==> src/rtl/nv_xfer_ctrl.sv <==
module nv_xfer_ctrl #(
  parameter int ERASE_CYC   = 1_000_000,
  parameter int PROG_CYC    = 1_000_000,
  parameter int CLEAR_CYC   = 400,
  parameter int COPY_SW_CYC = 3_600,
  parameter int COPY_PU_CYC = 129_600
) (
  input  logic clk,
  input  logic rst_n,
  input  logic pwr_ok,
  input  logic sw_save_req,
  input  logic sw_restore_req,
  input  logic rd_stb,
  input  logic wr_stb,
  output logic ext_rd_en,
  output logic ext_wr_en,
  output logic nv_erase,
  output logic nv_prog,
  output logic vol_clear,
  output logic vol_copy,
  output logic busy
);

  localparam int M1   = (ERASE_CYC > PROG_CYC) ? ERASE_CYC : PROG_CYC;
  localparam int M2   = (CLEAR_CYC > COPY_SW_CYC) ? CLEAR_CYC : COPY_SW_CYC;
  localparam int M3   = (M1 > M2) ? M1 : M2;
  localparam int MAXC = (M3 > COPY_PU_CYC) ? M3 : COPY_PU_CYC;
  localparam int CW   = $clog2(MAXC + 1);
  localparam logic [CW-1:0] ERASE_LD = CW'(ERASE_CYC - 1);
  localparam logic [CW-1:0] PROG_LD  = CW'(PROG_CYC - 1);
  localparam logic [CW-1:0] CLEAR_LD = CW'(CLEAR_CYC - 1);
  localparam logic [CW-1:0] CPSW_LD  = CW'(COPY_SW_CYC - 1);
  localparam logic [CW-1:0] CPPU_LD  = CW'(COPY_PU_CYC - 1);

  typedef enum logic [2:0] {
    ST_IDLE, ST_ERASE, ST_PROGRAM, ST_CLEAR, ST_COPY, ST_POWERDOWN
  } st_t;

  st_t           state, nxt;
  logic [CW-1:0] cnt;
  logic          dirty, pend, sw_kind, pu_kind;
  logic          nxt_sw, nxt_pu;
  logic          last, abort, done;

  assign last  = (cnt == '0);
  assign abort = sw_kind && !pwr_ok && (state == ST_ERASE || state == ST_PROGRAM);
  assign done  = last && ((state == ST_PROGRAM && !abort) || state == ST_COPY);

  assign busy      = (state != ST_IDLE);
  assign ext_rd_en = rd_stb && !busy;
  assign ext_wr_en = wr_stb && !busy;
  assign nv_erase  = (state == ST_ERASE);
  assign nv_prog   = (state == ST_PROGRAM);
  assign vol_clear = (state == ST_CLEAR);
  assign vol_copy  = (state == ST_COPY);

  always_comb begin
    nxt    = state;
    nxt_sw = sw_kind;
    nxt_pu = pu_kind;
    unique case (state)
      ST_IDLE: begin
        if (!pwr_ok) begin
          if (dirty) begin
            nxt    = ST_ERASE;
            nxt_sw = 1'b0;
          end else begin
            nxt = ST_POWERDOWN;
          end
        end else if (sw_save_req) begin
          nxt    = ST_ERASE;
          nxt_sw = 1'b1;
        end else if (sw_restore_req) begin
          nxt    = ST_CLEAR;
          nxt_pu = 1'b0;
        end
      end
      ST_ERASE: begin
        if (abort)     nxt = ST_POWERDOWN;
        else if (last) nxt = ST_PROGRAM;
      end
      ST_PROGRAM: begin
        if (abort) nxt = ST_POWERDOWN;
      end
      ST_CLEAR: begin
        if (last) nxt = ST_COPY;
      end
      ST_COPY: ;
      ST_POWERDOWN: begin
        if (pwr_ok) begin
          if (pend) begin
            nxt    = ST_CLEAR;
            nxt_pu = 1'b1;
          end else begin
            nxt = ST_IDLE;
          end
        end
      end
      default: nxt = ST_POWERDOWN;
    endcase
    if (done) begin
      if (!pwr_ok) begin
        nxt = ST_POWERDOWN;
      end else if (pend) begin
        nxt    = ST_CLEAR;
        nxt_pu = 1'b1;
      end else begin
        nxt = ST_IDLE;
      end
    end
  end

  always_ff @(posedge clk or negedge rst_n) begin
    if (!rst_n) begin
      state   <= ST_POWERDOWN;
      cnt     <= '0;
      dirty   <= 1'b0;
      pend    <= 1'b1;
      sw_kind <= 1'b0;
      pu_kind <= 1'b1;
    end else begin
      state   <= nxt;
      sw_kind <= nxt_sw;
      pu_kind <= nxt_pu;
      if (nxt != state) begin
        unique case (nxt)
          ST_ERASE:   cnt <= ERASE_LD;
          ST_PROGRAM: cnt <= PROG_LD;
          ST_CLEAR:   cnt <= CLEAR_LD;
          ST_COPY:    cnt <= pu_kind ? CPPU_LD : CPSW_LD;
          default:    cnt <= '0;
        endcase
      end else if (!last) begin
        cnt <= cnt - 1'b1;
      end
      if (done)           dirty <= 1'b0;
      else if (ext_wr_en) dirty <= 1'b1;
      if (!pwr_ok)                                  pend <= 1'b1;
      else if (nxt == ST_CLEAR && state != ST_CLEAR) pend <= 1'b0;
    end
  end


  onehot_ctrl_chk: assert property (@(posedge clk) disable iff (!rst_n)
    $onehot0({nv_erase, nv_prog, vol_clear, vol_copy}));


  prog_after_erase_chk: assert property (@(posedge clk) disable iff (!rst_n)
    $rose(nv_prog) |-> $past(nv_erase));


  copy_after_clear_chk: assert property (@(posedge clk) disable iff (!rst_n)
    $rose(vol_copy) |-> $past(vol_clear));


  clean_no_save_chk: assert property (@(posedge clk) disable iff (!rst_n)
    (!busy && !pwr_ok && !dirty) |=> !nv_erase);


  restore_holds_chk: assert property (@(posedge clk) disable iff (!rst_n)
    (vol_clear && !pwr_ok) |=> (vol_clear || vol_copy));


  clean_after_restore_chk: assert property (@(posedge clk) disable iff (!rst_n)
    $fell(vol_copy) |-> !dirty);


  sw_abort_chk: assert property (@(posedge clk) disable iff (!rst_n)
    ((nv_erase || nv_prog) && sw_kind && !pwr_ok) |=> !(nv_erase || nv_prog));

endmodule

==> config.mk <==
export PLATFORM = sky130hd
export DESIGN_NAME = nv_xfer_ctrl
export DESIGN_NICKNAME = d
export VERILOG_FILES = /design/src/rtl/nv_xfer_ctrl.sv
export SDC_FILE = /design/constraint.sdc
export NUM_CORES = 1
export LEC_CHECK = 0
export CORE_ASPECT_RATIO = 1.2
export CORE_MARGIN = 5
export CORE_UTILIZATION = 30
export DETAILED_ROUTE_END_ITERATION = 8
export DONT_BUFFER_PORTS = 1
export SYNTH_ARGS = -nofsm -noshare
export SYNTH_HDL_FRONTEND = slang
export SYNTH_SLANG_ARGS = --single-unit
==> constraint.sdc <==
create_clock -name clk -period 3.9 [get_ports clk]
set_input_delay 0.195 -clock clk [delete_from_list [all_inputs] [get_ports clk]]
set_output_delay 0.195 -clock clk [all_outputs]
set_load 0.02 [all_outputs]
==> results of run 1 <==
[stage by stage]
| stage | hold slack, ns | cell area, um^2 | utilization, % | power [W] |
|---|---|---|---|---|
| 2_1_floorplan | -0.101 | 1920 | - | 0.00138 |
| 3_3_place_gp | -0.0997 | 1990 | 31.5 | 0.00157 |
| 3_5_place_dp | -0.0998 | 1990 | 31.5 | 0.00157 |
| 4_1_cts | 0.0520 | 2080 | 32.9 | 0.00175 |
| 5_1_grt | 0.0554 | 2080 | 32.9 | 0.00190 |
| 6_report | 0.0473 | 2080 | 32.9 | 0.00175 |
[cells by family (layout without fill, tap and decap cells)]
family,Yosys count,in the layout,synth area share [%]
xor+xnor,19,19,8.66
flops,27,27,35.4
mux,1,1,0.521
fa+ha+maj,1,1,0.651
compound gates,62,62,21.1
simple gates,97,97,29.4
buf+inv,19,17,4.23
[power by group through the flow]
| stage | registers [W] | clock network, W | logic [W] |
|---|---|---|---|
| global route | 0.000621 | 0.000184 | 0.00110 |
| detailed placement | 0.000601 | 0 | 0.000969 |
| floorplan | 0.000524 | 0 | 0.000859 |
| global placement | 0.000604 | 0 | 0.000965 |
| finish | 0.000598 | 0.000167 | 0.000983 |
| CTS | 0.000596 | 0.000170 | 0.000984 |
[cells in the mapped netlist, types with 2 or more instances]
cell type,count,area [um^2]
a21oi_1,6,30.0
nor4b_1,2,17.5
o21ai_1,15,75.1
or4_1,2,15.0
a211oi_1,2,15.0
nor4_4,2,42.5
nand2_1,20,75.1
or3_1,3,18.8
nor2b_1,5,31.3
nor2_1,20,75.1
dfstp_2,4,105
buf_2,2,10.0
o21ai_0,13,65.1
and2_1,4,25.0
nand2b_1,6,37.5
clkbuf_1,7,26.3
a2bb2oi_1,2,17.5
xnor2_1,13,114
o21a_1,2,15.0
nor4_1,6,37.5
a31oi_1,3,18.8
dfrtp_1,23,576
or3b_1,2,17.5
and3_1,4,25.0
xor2_1,6,52.6
inv_1,8,30.0
nor3_1,7,35.0
nor3b_1,2,15.0
nand3_1,5,25.0
[sequential cells by signal (all words and copies together) (netlist names)]
name / flops
cnt: 20
dirty: 1
pend: 1
pu_kind: 1
state: 3
sw_kind: 1
[area by class of cell]
| cell class | instances | area share (%) |
|---|---|---|
| clock buffers | 3 | 1.99 |
| clock inverters | 1 | 0.361 |
| inverters | 8 | 1.44 |
| multi-input cells | 180 | 55.7 |
| flip-flops and latches | 27 | 32.7 |
| well taps | 85 | 5.11 |
| repair buffers | 5 | 2.65 |
[layer usage]
layer  global-route usage [%]  vias to the layer above
met4                     3.90                        0
li1                         -                      822
met5                        0                        -
met3                     1.78                       10
met1                     14.3                      788
met2                     19.4                       48
[path summary, 6_finish.rpt]
kind	start	to	slack (ns)	depth (start not counted)
max	cnt[0]	cnt[3]	0.61	10
min	pwr_ok	sw_kind	0.05	2
max reg2reg	cnt[0]	cnt[3]	0.61	10
min reg2reg	pend	pend	0.51	2
max in group asynchronous	rst_n	state[0]	3.33	2
min in group asynchronous	rst_n	state[1]	0.32	2
[what timing repair did]
item | in CTS | in global routing
hold buffers | 3 | 0
hold endpoints to repair | 28 | 0
endpoints found under the setup margin | 0 | 0
[worst max-delay path: stages (launching register included)]
cell	delay (ns)
dfrtp_1	0.40
inv_1	0.10
ha_1	0.19
nor3b_2	0.35
nand2_1	0.22
or2_1	0.47
or3_4	0.45
a31oi_1	0.15
or3b_4	0.49
o311ai_1	0.20
o21ai_1	0.14
==> run_results.csv, run 1 <==
group,metric,value,unit
synth,ys.flop_type,"dfrtp_1",
synth,ys_seq_area_share,35.4,%
global_route,antenna_found_initial,0,
clocking,cts_root_buf,"clkbuf_8",
timing,setup_slack,0.606,ns
floorplan,rows,32,
drt,dr.first_iter.drc_count,119,
setup_path,crit_path_start_kind,"flip-flop",
hold_path,worstHoldPathType,"primary input to flip-flop",
timing,clock_skew,0.00668,ns
status,outcome,"finished clean",
finish,antenna_cells,0,
power_and_ir_drop,p_int,0.000895,W
synth,synth-edff-count,0,
synth,syn_avg_cell_area,8.50,um^2
drt,vias,1668,
clocking,clkTransAtPathRegs,0.09,ns
synth,synth_seq_cells,27,
power_and_ir_drop,p_clk_share,9.5,%
power_and_ir_drop,powerDensity,840,mW/mm^2
floorplan,fp.dieArea,0.00811,mm^2
floorplan,fp.coreArea,0.00633,mm^2
flow_run,cap_violations,0,
setup_path,arrival,3.43,ns
synth,syn_area,0.00192,mm^2
power_and_ir_drop,sw_frac_of_total,48.8,%
place,place_inst,302,
timing,setup-tns-final,0,ns
power_and_ir_drop,comb_power_share,56.2,%
synth,synthesis.nets,234,
place,port_buffers,0,
floorplan,die_h,97.7,um
clocking,htree_levels,1,
timing,fin_crit,3.29,ns
power_and_ir_drop,leakage,0.796,nW
power_and_ir_drop,power.switching,0.000852,W
clocking,post_cts_resized,0,
global_route,first_global_vias,1597,
timing,rsz0062_at_grt,"false",
power_and_ir_drop,ir_drop,0.358,mV
clocking,cts_sinks,27,
drt,drc,0,
finish,nets,233,
finish,layout_common_cells,"23 x dfrtp_1, 20 x nand2_1, 20 x nor2_1",
global_route,overflow,0,
synth,async_reset_ff_share,100,%
global_route,gr-usage-all-layers,11.3,%
place,detailed_place_hpwl,3360,um
synth,synth_cells,226,
setup_path,setup.worst_path.end_class,"flip-flop",
timing,slew_violations,0,
synth,ys_warn_count,0,
clocking,cts_buffers,3,
drt,dr_wl_met3,188,um
place,pre_cts_ws,0.613,ns
setup_path,required,4.04,ns
drt,vias_per_cell,5.40,
timing,fmax,304,MHz
setup_path,crit_type,"flip-flop to flip-flop",
drt,drt_pre_antenna_iters,4,
finish,multi_input_area,0.00116,mm^2
finish,area_growth,8.27,%
timing,min_period_over_period,84.5,%
global_route,grt_max_degree,28,
global_route,grt_pass1_wl,7730,um
drt,ant_nets,0,
finish,final_common_cell,"dfrtp_1",
floorplan,initial_core_util,30.4,%
synth,synth.distinct_cells,59,
clocking,clock_path_buffers,2,
finish,final.fill_count,709,
drt,met1Wirelength,2030,um
drt,routed_wl,4520,um
clocking,insertion_delay,0.28,ns
power_and_ir_drop,pwr-share-seq,34.2,%
setup_path,worstPathMaxFanout,16,
floorplan,die_w,83.0,um
timing,worstMarginPinSlew,0.660,ns
finish,layout.area.seq,681,um^2
clocking,cts_tree,"yes",
timing,slew_headroom,55.6,%
place,routabilityCongestion,0.838,
drt,met2WireLength,2200,um
timing,finalSetupViolations,0,
floorplan,ios,14,
finish,drive_gt1_share,8.93,%
drt,wl_per_cell,14.6,um
timing,hold_viol,0,
drt,highest_layer,"met4",
finish,finalNonFillerCells,309,
clocking,post-cts-setup-buffers,0,
(Power assumes the default switching activity.)
==> inputs of run 2 (changes only) <==
- ABC_AREA: not set -> 1
- clock period: 3.9 -> 2.7 ns (I/O delays scaled with it)
==> run 2 against run 1 <==
  * Sequential power increased by 26%
  * Clock skew about the same
  * Highest routed layer unchanged
  * Largest cell class unchanged
  * Maximum frequency is 38% higher
  * Largest power group unchanged
  * Die area rose by 3.6%
  * Critical path type unchanged
  * Power is 61% higher
  * Clock power increased by 42%
==> run_results.csv, run 2 <==
group,metric,value,unit
power_and_ir_drop,powerDensity,1290,mW/mm^2
floorplan,die_w,84.5,um
setup_path,required,2.93,ns
power_and_ir_drop,ir_drop,0.604,mV
floorplan,ios,14,
global_route,antenna_found_initial,0,
place,place_inst,357,
timing,min_period_over_period,88.6,%
synth,syn_area,0.00200,mm^2
finish,regMostFlops,"cnt",
place,routabilityCongestion,0.843,
synth,synth-edff-count,0,
hold_path,worstHoldPathType,"primary input to flip-flop",
drt,routed_wl,4170,um
drt,vias_per_cell,4.58,
synth,synth_seq_cells,27,
timing,fmax,418,MHz
setup_path,crit_type,"flip-flop to flip-flop",
synth,syn_avg_cell_area,7.35,um^2
place,pre_cts_ws,0.243,ns
timing,fin_crit,2.39,ns
clocking,cts_sinks,27,
finish,drive_gt1_share,19.0,%
global_route,gr-usage-all-layers,11.0,%
timing,finalSetupViolations,0,
finish,reg_top3,"cnt: 20 flops, state: 3 flops",
finish,nets,288,
synth,ys_warn_count,0,
place,port_buffers,0,
drt,wl_per_cell,11.4,um
clocking,htree_levels,1,
timing,slew_violations,0,
floorplan,die_h,99.4,um
timing,worstMarginPinSlew,0.421,ns
finish,largest_reg_flops,20,
clocking,clkTransAtPathRegs,0.10,ns
power_and_ir_drop,power.total,0.00281,W
timing,rsz0062_at_grt,"false",
clocking,cts_tree,"yes",
drt,vias,1666,
clocking,clock_path_buffers,2,
synth,synthesis.nets,280,
drt,dr.first_iter.drc_count,91,
finish,antenna_cells,0,
global_route,grt_pass1_wl,7670,um
drt,drc,0,
floorplan,rows,32,
finish,finalNonFillerCells,364,
clocking,cts_root_buf,"clkbuf_8",
flow_run,cap_violations,0,
timing,setup_slack,0.307,ns
synth,yosysTopAreaCellShare,28.8,%
timing,setup-tns-final,0,ns
synth,synthTopCellsByCount,"68 x nand2_1, 30 x nor2_1, 28 x inv_1",
floorplan,fp.coreArea,0.00645,mm^2
power_and_ir_drop,leakage,1.16,nW
setup_path,setup.worst_path.end_class,"flip-flop",
drt,drt_pre_antenna_iters,4,
synth,ys_seq_area_share,34.1,%
finish,final_common_cell,"nand2_1",
timing,clock_skew,0.00640,ns
finish,layout_common_cells,"68 x nand2_1, 30 x nor2_1, 28 x inv_1",
synth,synth.distinct_cells,30,
synth,async_reset_ff_share,100,%
floorplan,initial_core_util,31.0,%
synth,synth.most_common_cell,"nand2_1",
synth,synth_cells,272,
global_route,grt_max_degree,28,
synth,synth_area_leader_cell,"dfrtp_1",
setup_path,crit_path_start_kind,"flip-flop",
setup_path,worstPathMaxFanout,13,
synth,ys.flop_type,"dfrtp_1",
setup_path,slowest_stage,"dfrtp_1",
global_route,overflow,0,
drt,ant_nets,0,
timing,slew_headroom,71.8,%
place,detailed_place_hpwl,3270,um
setup_path,cp_slowest_stage_delay,0.38,ns
status,outcome,"finished clean",
setup_path,path_cells,"inv_1 > ha_1 > nand2_2 > nor2_8 > nand3_4 > nor2_4 > nand2_2 > inv_2 > nand2_1 > nand2_2 > nand2_1 > nand2_4 > buf_4 > nand3_1 > o21ai_0 > nand2_1 > inv_1",
finish,area_growth,9.02,%
setup_path,arrival,2.62,ns
timing,hold_viol,0,
floorplan,fp.dieArea,0.00840,mm^2
clocking,insertion_delay,0.28,ns
clocking,cts_buffers,3,
synth,synthTopCellsByArea,"dfrtp_1 29%, nand2_1 13%, nand3_1 6.8%",
global_route,first_global_vias,1731,
==> run 2: cell types whose count changed after synthesis, moves of 7 or more <==
cell	before	now
a21oi_1	6	14
nand3_2	0	11
o21ai_0	13	5
clkbuf_1	7	0
nand2_1	20	68
inv_1	8	28
nor2_1	20	30
nand2_2	0	10
nand3_1	5	27
o21ai_1	15	1
==> run 2: worst max-delay path: cells and delay by family (launching register included) <==
family,cells,cell delay (ns)
AO/OA/AOI/OAI,1,0.08
adder cells (fa/ha/maj),1,0.23
buffers and inverters,4,0.44
flip-flops,1,0.38
AND/OR/NAND/NOR,11,1.21
==> run 2: path summary, 6_finish.rpt <==
path / from / end / slack, ns / depth (start not counted)
hold / removal: wr_stb / dirty / 0.04 / 2
min in group asynchronous: rst_n / cnt[12] / 0.28 / 2
setup / recovery: cnt[0] / cnt[10] / 0.31 / 17
hold reg to reg: cnt[0] / cnt[0] / 0.49 / 2
setup reg to reg: cnt[0] / cnt[10] / 0.31 / 17
max in group asynchronous: rst_n / state[2] / 2.18 / 2
==> run 2: cell type report <==
type,instances,area (um^2)
fill,675,4270
multi-input combinational,205,1130
sequential,27,681
inverter,34,128
tap,85,106
timing repair buffer,9,85.1
clock buffer,4,45.0
==> run 2: metrics by stage <==
step                      util, %  hold slack, ns  cell area [um^2]
after floorplan                 -          -0.161              2000
final                        33.8          0.0405              2180
after global routing         33.8          0.0646              2180
after CTS                    33.7          0.0400              2170
after detailed placement     32.4          -0.159              2090
after global placement       32.4          -0.159              2090
==> run 2: report_power, final <==
part / total (W) / internal, W / switching, W
sequential: 0.000751 / 0.000600 / 0.000151
combinational: 0.00183 / 0.000625 / 0.00120
clock: 0.000237 / 0.000106 / 0.000131
==> run 2: routing by layer <==
metal	vias up	global-route usage [%]	share of wire, %
met5	-	0	0
met2	21	19.2	49
met1	768	14.0	48
li1	874	-	-
met4	0	3.29	0.55
met3	3	1.41	2.3
==> run 2: cells by family (layout without fill, tap and decap cells) <==
logic type	count (synthesis)	in the layout	synth area share, %
and+or+nand+nor	166	166	43.0
buffers and inverters	40	47	9.45
DFF	27	27	34.1
AOI/OAI and AO/OA	21	21	5.45
xor gates and xnor gates	17	17	7.45
adders and majority gates	1	1	0.626
==> run 2: what timing repair did <==
action	CTS	global route
hold buffers	3	0
resized for setup	0	1
buffers inserted	0	0
hold endpoints to repair	29	0
endpoints found under the setup margin	0	8
==> inputs of run 3 (changes only) <==
- CORE_ASPECT_RATIO: 1.2 -> 0.9
==> run 3 against run 2 <==
  * Die area barely moved
  * Largest cell class unchanged
  * Hold slack improved by 0.0015 ns
  * Largest power group unchanged
  * Worst setup slack got worse by 0.0073 ns
  * Clock power fell by 4%
  * Count of clock-buffer cells in the layout did not move
  * Critical path depth fell by 2
  * Critical endpoint is now cnt[9]
==> run_results.csv, run 3 (synthesis gave the netlist of run 2 again) <==
group,metric,value,unit
finish,multi_input_area,0.00113,mm^2
power_and_ir_drop,leakage,1.17,nW
drt,vias,1696,
setup_path,required,2.86,ns
setup_path,r2r_slack,0.30,ns
finish,reg_top3,"cnt: 20 flops, state: 3 flops",
clocking,insertion_delay,0.27,ns
finish,area_growth,10.2,%
clocking,cts_tree,"yes",
hold_path,hp-start,"wr_stb",
place,routabilityCongestion,0.856,
finish,regMostFlops,"cnt",
timing,fin_crit,2.40,ns
floorplan,initial_core_util,30.7,%
floorplan,fp.dieArea,0.00839,mm^2
setup_path,setup.worst_path.end_class,"flip-flop",
place,detailed_place_hpwl,3270,um
global_route,overflow,0,
clocking,htree_levels,1,
setup_path,ff2ff_path_depth,15,
timing,worstMarginPinSlew,0.385,ns
setup_path,arrival,2.56,ns
setup_path,crit_type,"flip-flop to flip-flop",
finish,finalNonFillerCells,372,
hold_path,worstHoldPathType,"primary input to flip-flop",
finish,antenna_cells,0,
drt,wl_per_cell,11.5,um
drt,vias_per_cell,4.56,
finish,final_common_cell,"nand2_1",
global_route,grt_pass1_wl,7660,um
hold_path,hold_end,"dirty",
timing,min_period_over_period,88.9,%
floorplan,die_h,87.4,um
setup_path,crit_path_start_kind,"flip-flop",
clocking,clock_path_buffers,2,
setup_path,r2r-start,"cnt[0]",
power_and_ir_drop,ir_drop,0.574,mV
finish,layout_common_cells,"68 x nand2_1, 30 x nor2_1, 28 x inv_1",
finish,drive_gt1_share,19.9,%
finish,final.fill_count,728,
global_route,gr-usage-all-layers,11.5,%
timing,hold_viol,0,
timing,clock_skew,0.00679,ns
timing,finalSetupViolations,0,
timing,slew_violations,0,
finish,largest_reg_flops,20,
finish,nets,291,
clocking,post_cts_resized,0,
clocking,clkTransAtPathRegs,0.09,ns
place,place_inst,365,
drt,drt_pre_antenna_iters,4,
setup_path,reg2reg_to,"cnt[9]",
flow_run,cap_violations,0,
hold_path,min_path_cells,2,
floorplan,ios,14,
timing,setup_slack,0.300,ns
global_route,first_global_vias,1612,
clocking,cts_sinks,27,
global_route,grt_max_degree,28,
clocking,cts_buffers,3,
power_and_ir_drop,power.total,0.00285,W
timing,slew_headroom,74.3,%
timing,rsz0062_at_grt,"false",
timing,fmax,417,MHz
clocking,post-cts-setup-buffers,0,
floorplan,rows,28,
timing,hold_ws,0.0421,ns
finish,layout.area.seq,681,um^2
setup_path,worstPathMaxFanout,6,
global_route,antenna_found_initial,0,
place,pre_cts_ws,0.302,ns
power_and_ir_drop,powerDensity,1290,mW/mm^2
drt,routed_wl,4280,um
floorplan,die_w,96.0,um
timing,setup-tns-final,0,ns
clocking,cts_root_buf,"clkbuf_8",
drt,dr.first_iter.drc_count,130,
status,outcome,"finished clean",
place,port_buffers,0,
drt,ant_nets,0,
floorplan,fp.coreArea,0.00652,mm^2
drt,drc,0,
run 3: cell count changes in the layout (fill, tap and decap cells not counted), sizes merged:
cell	change
buf	+3
run 3: routing by layer:
metal	wire length (um)	share of wire [%]	global-route usage, %	vias up
li1	-	-	-	882
met1	2190	51	16.3	793
met2	1930	45	18.4	19
met3	132	3.1	2.33	2
met4	20	0.47	1.55	0
met5	0	0	0	-
run 3: worst max path at each step:
stage / slack (ns) / from / depth (start not counted) / endpoint
6_report: 0.30 / cnt[0] / 15 / cnt[9]
5_1_grt: 0.04 / cnt[0] / 17 / cnt[10]
4_1_cts: 0.29 / cnt[0] / 15 / cnt[9]
3_5_place_dp: 0.30 / cnt[0] / 15 / cnt[9]
3_3_place_gp: 0.36 / cnt[0] / 15 / cnt[9]
2_1_floorplan: 0.47 / state[0] / 12 / cnt[17]
run 3: critical path: stages, from the launching register on:
cell and delay, ns:
dfrtp_1 0.39, inv_1 0.12, ha_1 0.24, nand2_2 0.13, nor2_8 0.18, nand2_4 0.09
nor2_8 0.14, o21ai_1 0.08, nand2_1 0.12, nand2_2 0.09, nand2_1 0.08, nand2_2 0.06
nor2_4 0.15, nand2_1 0.12, nand2_1 0.21, nand3_1 0.10
run 3: layout make-up:
class | count | share of cell area [%]
Clock buffer | 4 | 2.05
Inverter | 34 | 5.80
Multi-Input combinational cell | 205 | 51.2
Sequential cell | 27 | 30.9
Tap cell | 90 | 5.11
Timing Repair Buffer | 12 | 4.89
run 3: metrics by stage:
stage | utilization [%] | area [um^2]
after floorplan | - | 2000
after global placement | 32.5 | 2120
after detailed placement | 32.5 | 2120
after CTS | 33.8 | 2200
after global routing | 33.8 | 2200
final | 33.8 | 2200
run 3: power breakdown:
part           switching [W]  total, W  leakage [nW]  internal (W)
combinational        0.00123   0.00187         0.819      0.000646
clock               0.000121  0.000227        0.0228      0.000106
sequential          0.000150  0.000751         0.329      0.000601
run 3: what timing repair did:
| item | 4_1_cts | 5_1_grt |
|---|---|---|
| hold buffers | 3 | 0 |
| endpoints found under the hold margin | 29 | 0 |
| setup endpoints to repair | 0 | 0 |
